==> config.mk <==
export PLATFORM = sky130hd
export DESIGN_NAME = cachelat_top
export DESIGN_NICKNAME = d
export VERILOG_FILES = /design/src/rtl/cachelat_pkg.sv /design/src/rtl/cachelat_level.sv /design/src/rtl/cachelat_total.sv /design/src/rtl/cachelat_top.sv
export SDC_FILE = /design/constraint.sdc
export NUM_CORES = 2
export LEC_CHECK = 0
export ABC_AREA = 0
export BUFFER_PORTS_ARGS = -buffer_cell sky130_fd_sc_hd__buf_2
export CAP_MARGIN = 20
export CORE_UTILIZATION = 60
export DETAILED_ROUTE_END_ITERATION = 7
export PLACE_DENSITY = 0.78
export SYNTH_ARGS = -nofsm -noshare
export SYNTH_HDL_FRONTEND = slang
export SYNTH_SLANG_ARGS = --single-unit
==> constraint.sdc <==
create_clock -name clk -period 38.2 [get_ports clk]
set_clock_uncertainty 0.15 [all_clocks]
set_input_delay 11.46 -clock clk [delete_from_list [all_inputs] [get_ports clk]]
set_output_delay 11.46 -clock clk [all_outputs]
set_load 0.05 [all_outputs]
==> src/rtl/cachelat_pkg.sv <==
package cachelat_pkg;
    localparam int ADDR_W = 16;
    localparam int SH_W   = 4;
    localparam int LEVELS = 3;
    localparam int LVL_W  = 2;

    typedef enum logic [2:0] {
        ST_IDLE,
        ST_PROBE,
        ST_FILL,
        ST_MEMORY,
        ST_DONE
    } walk_state_e;

    typedef struct packed {
        logic [ADDR_W-1:0] addr;
        logic [LVL_W-1:0]  lvl;
    } walk_ctx_t;

    function automatic logic [ADDR_W-1:0] block_tag(input logic [ADDR_W-1:0] a,
                                                    input logic [SH_W-1:0]   sh);
        return a >> sh;
    endfunction
endpackage

==> src/rtl/cachelat_level.sv <==
module cachelat_level
    import cachelat_pkg::*;
#(
    parameter int MAX_BLOCKS = 8,
    parameter int CNT_W      = $clog2(MAX_BLOCKS + 1)
) (
    input  logic              clk,
    input  logic              rst,
    input  logic              flush,
    input  logic [CNT_W-1:0]  cfg_count,
    input  logic [SH_W-1:0]   cfg_shift,
    input  logic [ADDR_W-1:0] addr,
    input  logic              touch_en,
    input  logic              fill_en,
    output logic              hit
);
    localparam int IDX_W = (MAX_BLOCKS > 1) ? $clog2(MAX_BLOCKS) : 1;
    localparam int AGE_W = IDX_W + 1;

    logic [ADDR_W-1:0]     tag_q [MAX_BLOCKS];
    logic [AGE_W-1:0]      age_q [MAX_BLOCKS];
    logic [MAX_BLOCKS-1:0] valid_q;
    logic [MAX_BLOCKS-1:0] in_range;
    logic [MAX_BLOCKS-1:0] hit_vec;
    logic [ADDR_W-1:0]     cur_tag;
    logic [IDX_W-1:0]      hit_idx, free_idx, vict_idx, fill_idx;
    logic [AGE_W-1:0]      hit_age, vict_age;
    logic                  free_found;

    assign cur_tag = block_tag(addr, cfg_shift);

    always_comb begin
        for (int i = 0; i < MAX_BLOCKS; i++) begin
            in_range[i] = (i < int'(cfg_count));
        end
    end

    always_comb begin
        hit_vec    = '0;
        hit_idx    = '0;
        hit_age    = '0;
        free_found = 1'b0;
        free_idx   = '0;
        vict_idx   = '0;
        vict_age   = '0;
        for (int i = 0; i < MAX_BLOCKS; i++) begin
            hit_vec[i] = in_range[i] && valid_q[i] && (tag_q[i] == cur_tag);
            if (hit_vec[i]) begin
                hit_idx = IDX_W'(i);
                hit_age = age_q[i];
            end
            if (in_range[i] && !valid_q[i] && !free_found) begin
                free_found = 1'b1;
                free_idx   = IDX_W'(i);
            end
            if (in_range[i] && valid_q[i] && (age_q[i] >= vict_age)) begin
                vict_age = age_q[i];
                vict_idx = IDX_W'(i);
            end
        end
        fill_idx = free_found ? free_idx : vict_idx;
    end

    assign hit = |hit_vec;

    always_ff @(posedge clk) begin
        if (rst || flush) begin
            valid_q <= '0;
            for (int i = 0; i < MAX_BLOCKS; i++) age_q[i] <= '0;
        end else if (touch_en && hit) begin
            for (int i = 0; i < MAX_BLOCKS; i++) begin
                if (IDX_W'(i) == hit_idx)                 age_q[i] <= '0;
                else if (valid_q[i] && age_q[i] < hit_age) age_q[i] <= age_q[i] + 1'b1;
            end
        end else if (fill_en) begin
            for (int i = 0; i < MAX_BLOCKS; i++) begin
                if (IDX_W'(i) == fill_idx) begin
                    valid_q[i] <= 1'b1;
                    age_q[i]   <= '0;
                end else if (valid_q[i]) begin
                    age_q[i] <= age_q[i] + 1'b1;
                end
            end
        end
    end

    always_ff @(posedge clk) begin
        if (fill_en && !rst && !flush) tag_q[fill_idx] <= cur_tag;
    end

    AST_FILL_VISIBLE: assert property (@(posedge clk) disable iff (rst)
        fill_en |=> hit);
    AST_FILL_ON_MISS: assert property (@(posedge clk) disable iff (rst)
        fill_en |-> !hit);
    AST_UNIQUE_TAG: assert property (@(posedge clk) disable iff (rst)
        $countones(hit_vec) <= 1);
endmodule

==> src/rtl/cachelat_total.sv <==
module cachelat_total #(
    parameter int IN_W  = 18,
    parameter int TOT_W = 32
) (
    input  logic             clk,
    input  logic             rst,
    input  logic             clear,
    input  logic             add_en,
    input  logic [IN_W-1:0]  add_val,
    output logic [TOT_W-1:0] total
);
    always_ff @(posedge clk) begin
        if (rst || clear) total <= '0;
        else if (add_en)  total <= total + TOT_W'(add_val);
    end
endmodule

==> src/rtl/cachelat_top.sv <==
module cachelat_top
    import cachelat_pkg::*;
#(
    parameter int MAX_BLOCKS = 8,
    parameter int LAT_W      = 16,
    parameter int TOT_W      = 32,
    parameter int CNT_W      = $clog2(MAX_BLOCKS + 1)
) (
    input  logic                    clk,
    input  logic                    rst,
    input  logic                    start_case,
    input  logic [LVL_W-1:0]        cfg_levels,
    input  logic [LEVELS*SH_W-1:0]  cfg_blk_log2,
    input  logic [LEVELS*CNT_W-1:0] cfg_blocks,
    input  logic [LEVELS*LAT_W-1:0] cfg_lat,
    input  logic [LAT_W-1:0]        cfg_mem_lat,
    input  logic                    req_valid,
    output logic                    req_ready,
    input  logic [ADDR_W-1:0]       req_addr,
    output logic                    done_valid,
    output logic [LAT_W+1:0]        done_lat,
    output logic [TOT_W-1:0]        total_lat
);
    localparam int SUM_W = LAT_W + 2;

    walk_state_e       state_q;
    walk_ctx_t         ctx_q;
    logic [SUM_W-1:0]  lat_q;
    logic [LVL_W-1:0]  last_lvl;
    logic [LEVELS-1:0] lvl_hit;
    logic [LAT_W-1:0]  lat_sel;
    logic              flush;

    assign last_lvl  = (cfg_levels == '0) ? '0 : cfg_levels - 1'b1;
    assign lat_sel   = cfg_lat[ctx_q.lvl*LAT_W +: LAT_W];
    assign req_ready = (state_q == ST_IDLE) && !start_case;
    assign flush     = start_case && ((state_q == ST_IDLE) || (state_q == ST_DONE));

    for (genvar g = 0; g < LEVELS; g++) begin : g_level
        cachelat_level #(.MAX_BLOCKS(MAX_BLOCKS), .CNT_W(CNT_W)) level_i (
            .clk       (clk),
            .rst       (rst),
            .flush     (flush),
            .cfg_count (cfg_blocks[g*CNT_W +: CNT_W]),
            .cfg_shift (cfg_blk_log2[g*SH_W +: SH_W]),
            .addr      (ctx_q.addr),
            .touch_en  ((state_q == ST_PROBE) && (ctx_q.lvl == LVL_W'(g))),
            .fill_en   ((state_q == ST_FILL)  && (ctx_q.lvl == LVL_W'(g))),
            .hit       (lvl_hit[g])
        );
    end

    always_ff @(posedge clk) begin
        if (rst) begin
            state_q <= ST_IDLE;
            ctx_q   <= '0;
            lat_q   <= '0;
        end else begin
            case (state_q)
                ST_IDLE: if (req_valid && req_ready) begin
                    ctx_q.addr <= req_addr;
                    ctx_q.lvl  <= '0;
                    lat_q      <= '0;
                    state_q    <= ST_PROBE;
                end
                ST_PROBE: begin
                    lat_q   <= lat_q + SUM_W'(lat_sel);
                    state_q <= lvl_hit[ctx_q.lvl] ? ST_DONE : ST_FILL;
                end
                ST_FILL: begin
                    if (ctx_q.lvl == last_lvl) begin
                        state_q <= ST_MEMORY;
                    end else begin
                        ctx_q.lvl <= ctx_q.lvl + 1'b1;
                        state_q   <= ST_PROBE;
                    end
                end
                ST_MEMORY: begin
                    lat_q   <= lat_q + SUM_W'(cfg_mem_lat);
                    state_q <= ST_DONE;
                end
                default: state_q <= ST_IDLE;
            endcase
        end
    end

    assign done_valid = (state_q == ST_DONE);
    assign done_lat   = lat_q;

    cachelat_total #(.IN_W(SUM_W), .TOT_W(TOT_W)) total_i (
        .clk     (clk),
        .rst     (rst),
        .clear   (start_case),
        .add_en  (done_valid),
        .add_val (done_lat),
        .total   (total_lat)
    );

    AST_DONE_PULSE: assert property (@(posedge clk) disable iff (rst)
        done_valid |=> !done_valid);
    AST_ACCEPT_BUSY: assert property (@(posedge clk) disable iff (rst)
        (req_valid && req_ready) |=> !req_ready);
    AST_LAT_FLOOR: assert property (@(posedge clk) disable iff (rst)
        done_valid |-> (done_lat >= SUM_W'(cfg_lat[LAT_W-1:0])));
    AST_CLEAR_TOTAL: assert property (@(posedge clk) disable iff (rst)
        start_case |=> (total_lat == '0));
    AST_LEVEL_RANGE: assert property (@(posedge clk) disable iff (rst)
        (state_q == ST_PROBE) |-> (ctx_q.lvl <= last_lvl));
endmodule

After elaboration in Yosys (flattened, before gate mapping)
Memory sizes are Yosys's and may differ from the RTL's. Cells that the tools add are included.

Latch bits: 0. Bits in writable memories: 480. Register bits after elaboration: 95. Memories: 6. Memory bits (read-only): 0.

Shifts and indexed selects: 4. Divide/modulo/power cells: 0. Muxes and demuxes: 731. Multiply operators: 0. Equal/unequal tests: 75. Order comparisons: 73. Reduce and logical (&&, ||, !) cells: 251. Add/sub/neg operators: 29. Bitwise logic cells: 99.

Memories: g_level[0].level_i.tag_q (depth 8, bits a word 16, rd ports 8, clocked after memory_dff 0, wr ports 1, line cachelat_level.sv:20) `logic [ADDR_W-1:0] tag_q [MAX_BLOCKS];`; g_level[1].level_i.tag_q (depth 8, bits a word 16, rd ports 8, clocked after memory_dff 0, wr ports 1, line cachelat_level.sv:20); g_level[2].level_i.tag_q (depth 8, bits a word 16, rd ports 8, clocked after memory_dff 0, wr ports 1, line cachelat_level.sv:20); g_level[0].level_i.age_q (depth 8, bits a word 4, rd ports 8, clocked after memory_dff 0, wr ports 8, line cachelat_level.sv:21) `logic [AGE_W-1:0] age_q [MAX_BLOCKS];`; g_level[1].level_i.age_q (depth 8, bits a word 4, rd ports 8, clocked after memory_dff 0, wr ports 8, line cachelat_level.sv:21); g_level[2].level_i.age_q (depth 8, bits a word 4, rd ports 8, clocked after memory_dff 0, wr ports 8, line cachelat_level.sv:21).

Operators by type and width (count): 4-bit 2-to-1 mux (141); 1-bit 2-to-1 mux (522); 16-bit == test (24); 1-bit logical AND (159); 3-bit 2-to-1 mux (41); 4-bit by 1-bit adder with 4-bit output (second input constant) (24); 4-bit < comparator (24); 1-bit bitwise OR (96); 4-bit >= comparator (21); 3-bit AND reduction (25); 3-bit == test (first input constant) (24); 18-bit one-hot mux with 3 select lines (1); 1-bit logical NOT (48); 3-bit by 4-bit < comparator with 1-bit output (first input constant) (12); 48-bit by 7-bit variable part select with 16-bit output (1); 16-bit by 4-bit right shift with 16-bit output (3); 2-bit 2-to-1 mux (22); 18-bit by 16-bit adder with 18-bit output (2); 2-bit by 3-bit == test with 1-bit output (first input constant) (12); 32-bit by 18-bit adder with 32-bit output (1); 1-bit by 4-bit < comparator with 1-bit output (first input constant) (6); 2-bit by 4-bit < comparator with 1-bit output (first input constant) (6); 8-bit OR reduction (3); 3-bit logical NOT (7); 23 further kinds (37).

Depth between registers and ports, before layout
Depth in word-level cells: 34. Depth in mapped cells: 63. Mapped depth without buffers: 60.

By module
Synthesis repeated with hierarchy kept, for this count alone.

Cells, all modules: 4666. Area, all modules: 44535.2 µm².

By module, submodules not included: cachelat_level at g_level[0].level_i ... (times used 2, cells each 1294, area each 12906.1 µm², sequential area each 4964.8 µm²); cachelat_level at g_level[2].level_i (times used 1, cells each 1392, area each 13469.2 µm², sequential area each 4964.8 µm²); cachelat_top (times used 1, cells each 390, area each 2882.8 µm², sequential area each 780.7 µm²); cachelat_total (times used 1, cells each 296, area each 2371.0 µm², sequential area each 640.6 µm²).

Worst setup path after synthesis
No wires, ideal clock.

Path kind: input port to flip-flop. From: input cfg_blocks[6]. To: memory g_level[1].level_i.age_q[1][0] (netlist bit) (enable). Data arrival time: 25.076 ns. Required time: 37.735 ns. Cell stages on the path: 57. Setup slack: 12.658 ns. Cells stage by stage: clkbuf_1 -> o41a_1 -> and2_1 -> ha_1 -> nor2b_1 -> o21ai_0 -> a21oi_1 -> nor2_1 -> mux2_2 -> ha_1 -> nand2b_1 -> a21o_1 -> maj3_1 -> o21ai_1 -> mux2_2 -> ha_1 -> nand2b_1 -> a21o_1 -> (+21 left out) -> nand2b_1 -> a21o_1 -> a21o_1 -> a21oi_1 -> nor3_1 -> mux2_2 -> ha_1 -> nand2b_1 -> a21o_1 -> a21o_1 -> a21oi_1 -> o211ai_1 -> or2_2 -> a211o_1 -> o2111a_1 -> nor4_1 -> a311oi_1 -> nand3b_1.

RTL lines: start: declaration (line cachelat_top.sv:14) `input logic [LEVELS*CNT_W-1:0] cfg_blocks,`; end: declaration (line cachelat_level.sv:21).

==> qor.csv <==
stage,metric,value,unit
sta,tightest_slew,1200,ps
sta,period_needed,25330,ps
synthesis,yosys_warnings,0,
sta,setup_violations,0,
placement,dp_cells,5468,
placement,portBuffers,161,
global_routing,first_global_vias,35700,
synthesis,synth.avg_cell_area,9.48,sq um
synthesis,ys_seq_area_frac,0.384,
sta,max_slew_margin,0.190,
drt,drc,0,
drt,vias_per_cell,6.94,
floorplan,fp.coreArea,70000,sq um
floorplan,die_width,268,um
sta,grt_setup_unrepaired,no,
finish,syn2layout_area_growth,9.36,%
sta,fin_setup_tns,0,ps
finish,final_cells,5589,
worst_setup_path,cp.buffers_inverters,1,
finish,layout.nets,4916,
cts,hold_buffers,0,
global_routing,antenna_found_initial,10,
sta,fin_hold_ws,320,ps
drt,wirelength,143,mm
floorplan,die_h,268,um
drt,first_pass_iters,8,
cts,clkTransAtPathRegs,60,ps
floorplan,fp-row-count,97,
global_routing,grt_pass1_wl,214,mm
synthesis,synth_nets,4797,
cts,clk-insertion-delay-late,650,ps
cts,cts_made_buffers,66,
finish,layout-drive-gt1-share,0.112,
power,leakagePower,16.7,nW
synthesis,async_flop_share,0,
synthesis,ys_ff_latch,575,
power,finalPower,1.54,mW
worst_setup_path,cp-start-kind,primary input,
worst_setup_path,crit_path_top_delay_cell,nor2_2,
cts,cts_setup_buffers,0,
power,max-vdd-ir-drop,36.8,uV
synthesis,synth_cell_types,112,
drt,vias,38800,
worst_setup_path,path_class,primary input to register,
worst_setup_path,critPathMaxFanout,17,
floorplan,initial_core_util,0.607,
cts,htreeDepth,3,
global_routing,grt-ovfl-total,0,
cts,cts_buffer_depth,3,
worst_setup_path,crit_arrival,25500,ps
drt,antenna_left,0,
worst_setup_path,end_kind,register,
sta,fmax,0.0395,GHz
hold_path,worstHoldPathType,register to register,
cts,root_buffer,clkbuf_16,
floorplan,ioPinCount,162,
synthesis,synthFlopType,edfxtp_1,
placement,hpwl,106,mm
cts,cts_resized,0,
cts,cts_tree,yes,
drt,wl_per_cell,25.6,um
cts,cts_num_sinks,575,
drt,drt_iter0_drc,4796,
floorplan,die_area,71900,sq um
worst_setup_path,required,38370,ps
worst_setup_path,max_stage_delay,800,ps
worst_setup_path,cpLargestDelayFamily,compound AO/OA/AOI/OAI gates,
sta,finalHoldViolations,0,
sta,period_share,0.663,
global_routing,grt_usage,0.391,
placement,place_congestion,1.06,
worst_setup_path,crit_top_cell,a21o_1,
synthesis,synth_edf_count,480,
global_routing,grt_max_degree,79,
power,powerDensity,33.2,nW/um^2
sta,maxSlewViolCount,0,
synthesis,syn_inst,4480,
synthesis,syn_area,42500,sq um
outcome,status,"finished, final reports clean",
job,drv_cap,0,
-- worst min-delay path: stages (launching register included) --
cell     delay [ps]
dfxtp_1         320
nand2_1          60
a21oi_1          50
-- final timing paths --
path | startpoint | to | slack (ps) | cells after the start
setup / recovery | cfg_blocks[11] | g_level[2].level_i.age_q[0][14]$_SDFFCE_PN0P_ | 12870 | 55
hold / removal | total_i.total[6]$_SDFFE_PP0P_ | total_i.total[6]$_SDFFE_PP0P_ | 320 | 2
setup reg to reg | g_level[2].level_i.valid_q[0]$_SDFFE_PN0P_ | g_level[2].level_i.age_q[0][14]$_SDFFCE_PN0P_ | 23570 | 54
hold reg to reg | total_i.total[6]$_SDFFE_PP0P_ | total_i.total[6]$_SDFFE_PP0P_ | 320 | 2
-- layout by cell type, fill, tap and decap left out, types with 41 or more instances in the layout --
cell,instances
clkbuf_16,68
ha_1,205
nand2b_1,73
a21oi_1,259
nand2_1,335
and2_1,61
o2111ai_1,55
dfxtp_1,95
mux2_2,49
xnor2_1,199
nand4_1,60
buf_2,162
a211oi_1,54
nor2b_1,56
inv_1,153
a31oi_1,41
o211ai_1,51
or3_1,75
nand3_1,166
o21ai_0,213
nor2_1,322
xor2_1,151
edfxtp_1,480
buf_4,88
a21o_1,78
mux2i_1,99
nor4_1,77
nor3_1,123
and3_1,82
-- per-stage QoR --
| step | instance area, sq um | utilization | setup WS [ps] |
|---|---|---|---|
| final | 46400 | 0.663 | 12870 |
| after global routing | 46400 | 0.663 | 11980 |
| after CTS | 46400 | 0.663 | 13000 |
| after detailed placement | 44300 | 0.633 | 12480 |
| after global placement | 44300 | 0.633 | 12730 |
| after floorplan | 42500 | - | 12660 |
-- where the power goes --
part / total, mW / switching [mW] / internal (mW) / leakage [nW]
Sequential: 0.708 / 0.0201 / 0.688 / 5.21
Combinational: 0.208 / 0.137 / 0.0709 / 10.5
Clock: 0.626 / 0.276 / 0.350 / 1.01
-- state kept, by name, summed over array words and instances, names as in the netlist --
name	cells
total_i.total	32
g_level.level_i.tag_q	384
state_q	3
ctx_q	18
g_level.level_i.age_q	96
done_lat	18
g_level.level_i.valid_q	24
-- per-layer routing --
metal  track usage  share of wire  vias to the layer above
met3        0.0974           0.12                      534
li1              -              -                    17400
met2         0.596           0.44                     2539
met5             0        0.00085                        -
met1         0.516           0.38                    18300
met4         0.203          0.059                       18
-- layout make-up --
class	count	area, sq um
timing repair buffer	252	1490
sequential	575	16300
fill	5730	23600
tap	940	1180
clock inverter	34	322
multi-input combinational	3548	24800
inverter	156	586
antenna	2	5.00
clock buffer	82	1780
-- logic make-up after synthesis --
logic type,synth area share
XOR/XNOR,0.0726
AND/OR/NAND/NOR,0.201
AO/OA/AOI/OAI,0.191
buffers and inverters,0.0343
flip-flops,0.384
multiplexers,0.0549
adder cells (fa/ha/maj),0.0618
-- synth_stat cells, drive strengths merged (56+ instances only) --
| cell type | number | area share |
|---|---|---|
| nand4 | 60 | 0.0088 |
| nand3 | 167 | 0.020 |
| or3 | 75 | 0.011 |
| nor2 | 328 | 0.029 |
| xor2 | 152 | 0.032 |
| and3 | 82 | 0.012 |
| and2 | 62 | 0.0092 |
| nor3 | 124 | 0.015 |
| inv | 153 | 0.014 |
| ha | 205 | 0.060 |
| dfxtp | 95 | 0.045 |
| nor4 | 84 | 0.013 |
| buf | 60 | 0.0080 |
| a21o | 78 | 0.014 |
| o2111ai | 56 | 0.012 |
| o21ai | 218 | 0.026 |
| mux2i | 105 | 0.025 |
| xnor2 | 199 | 0.041 |
| nand2 | 335 | 0.030 |
| nand2b | 73 | 0.011 |
| clkbuf | 141 | 0.013 |
| a21oi | 261 | 0.031 |
| nor2b | 56 | 0.0082 |
| edfxtp | 480 | 0.34 |
Note: power is estimated with default switching activity, not from simulation.
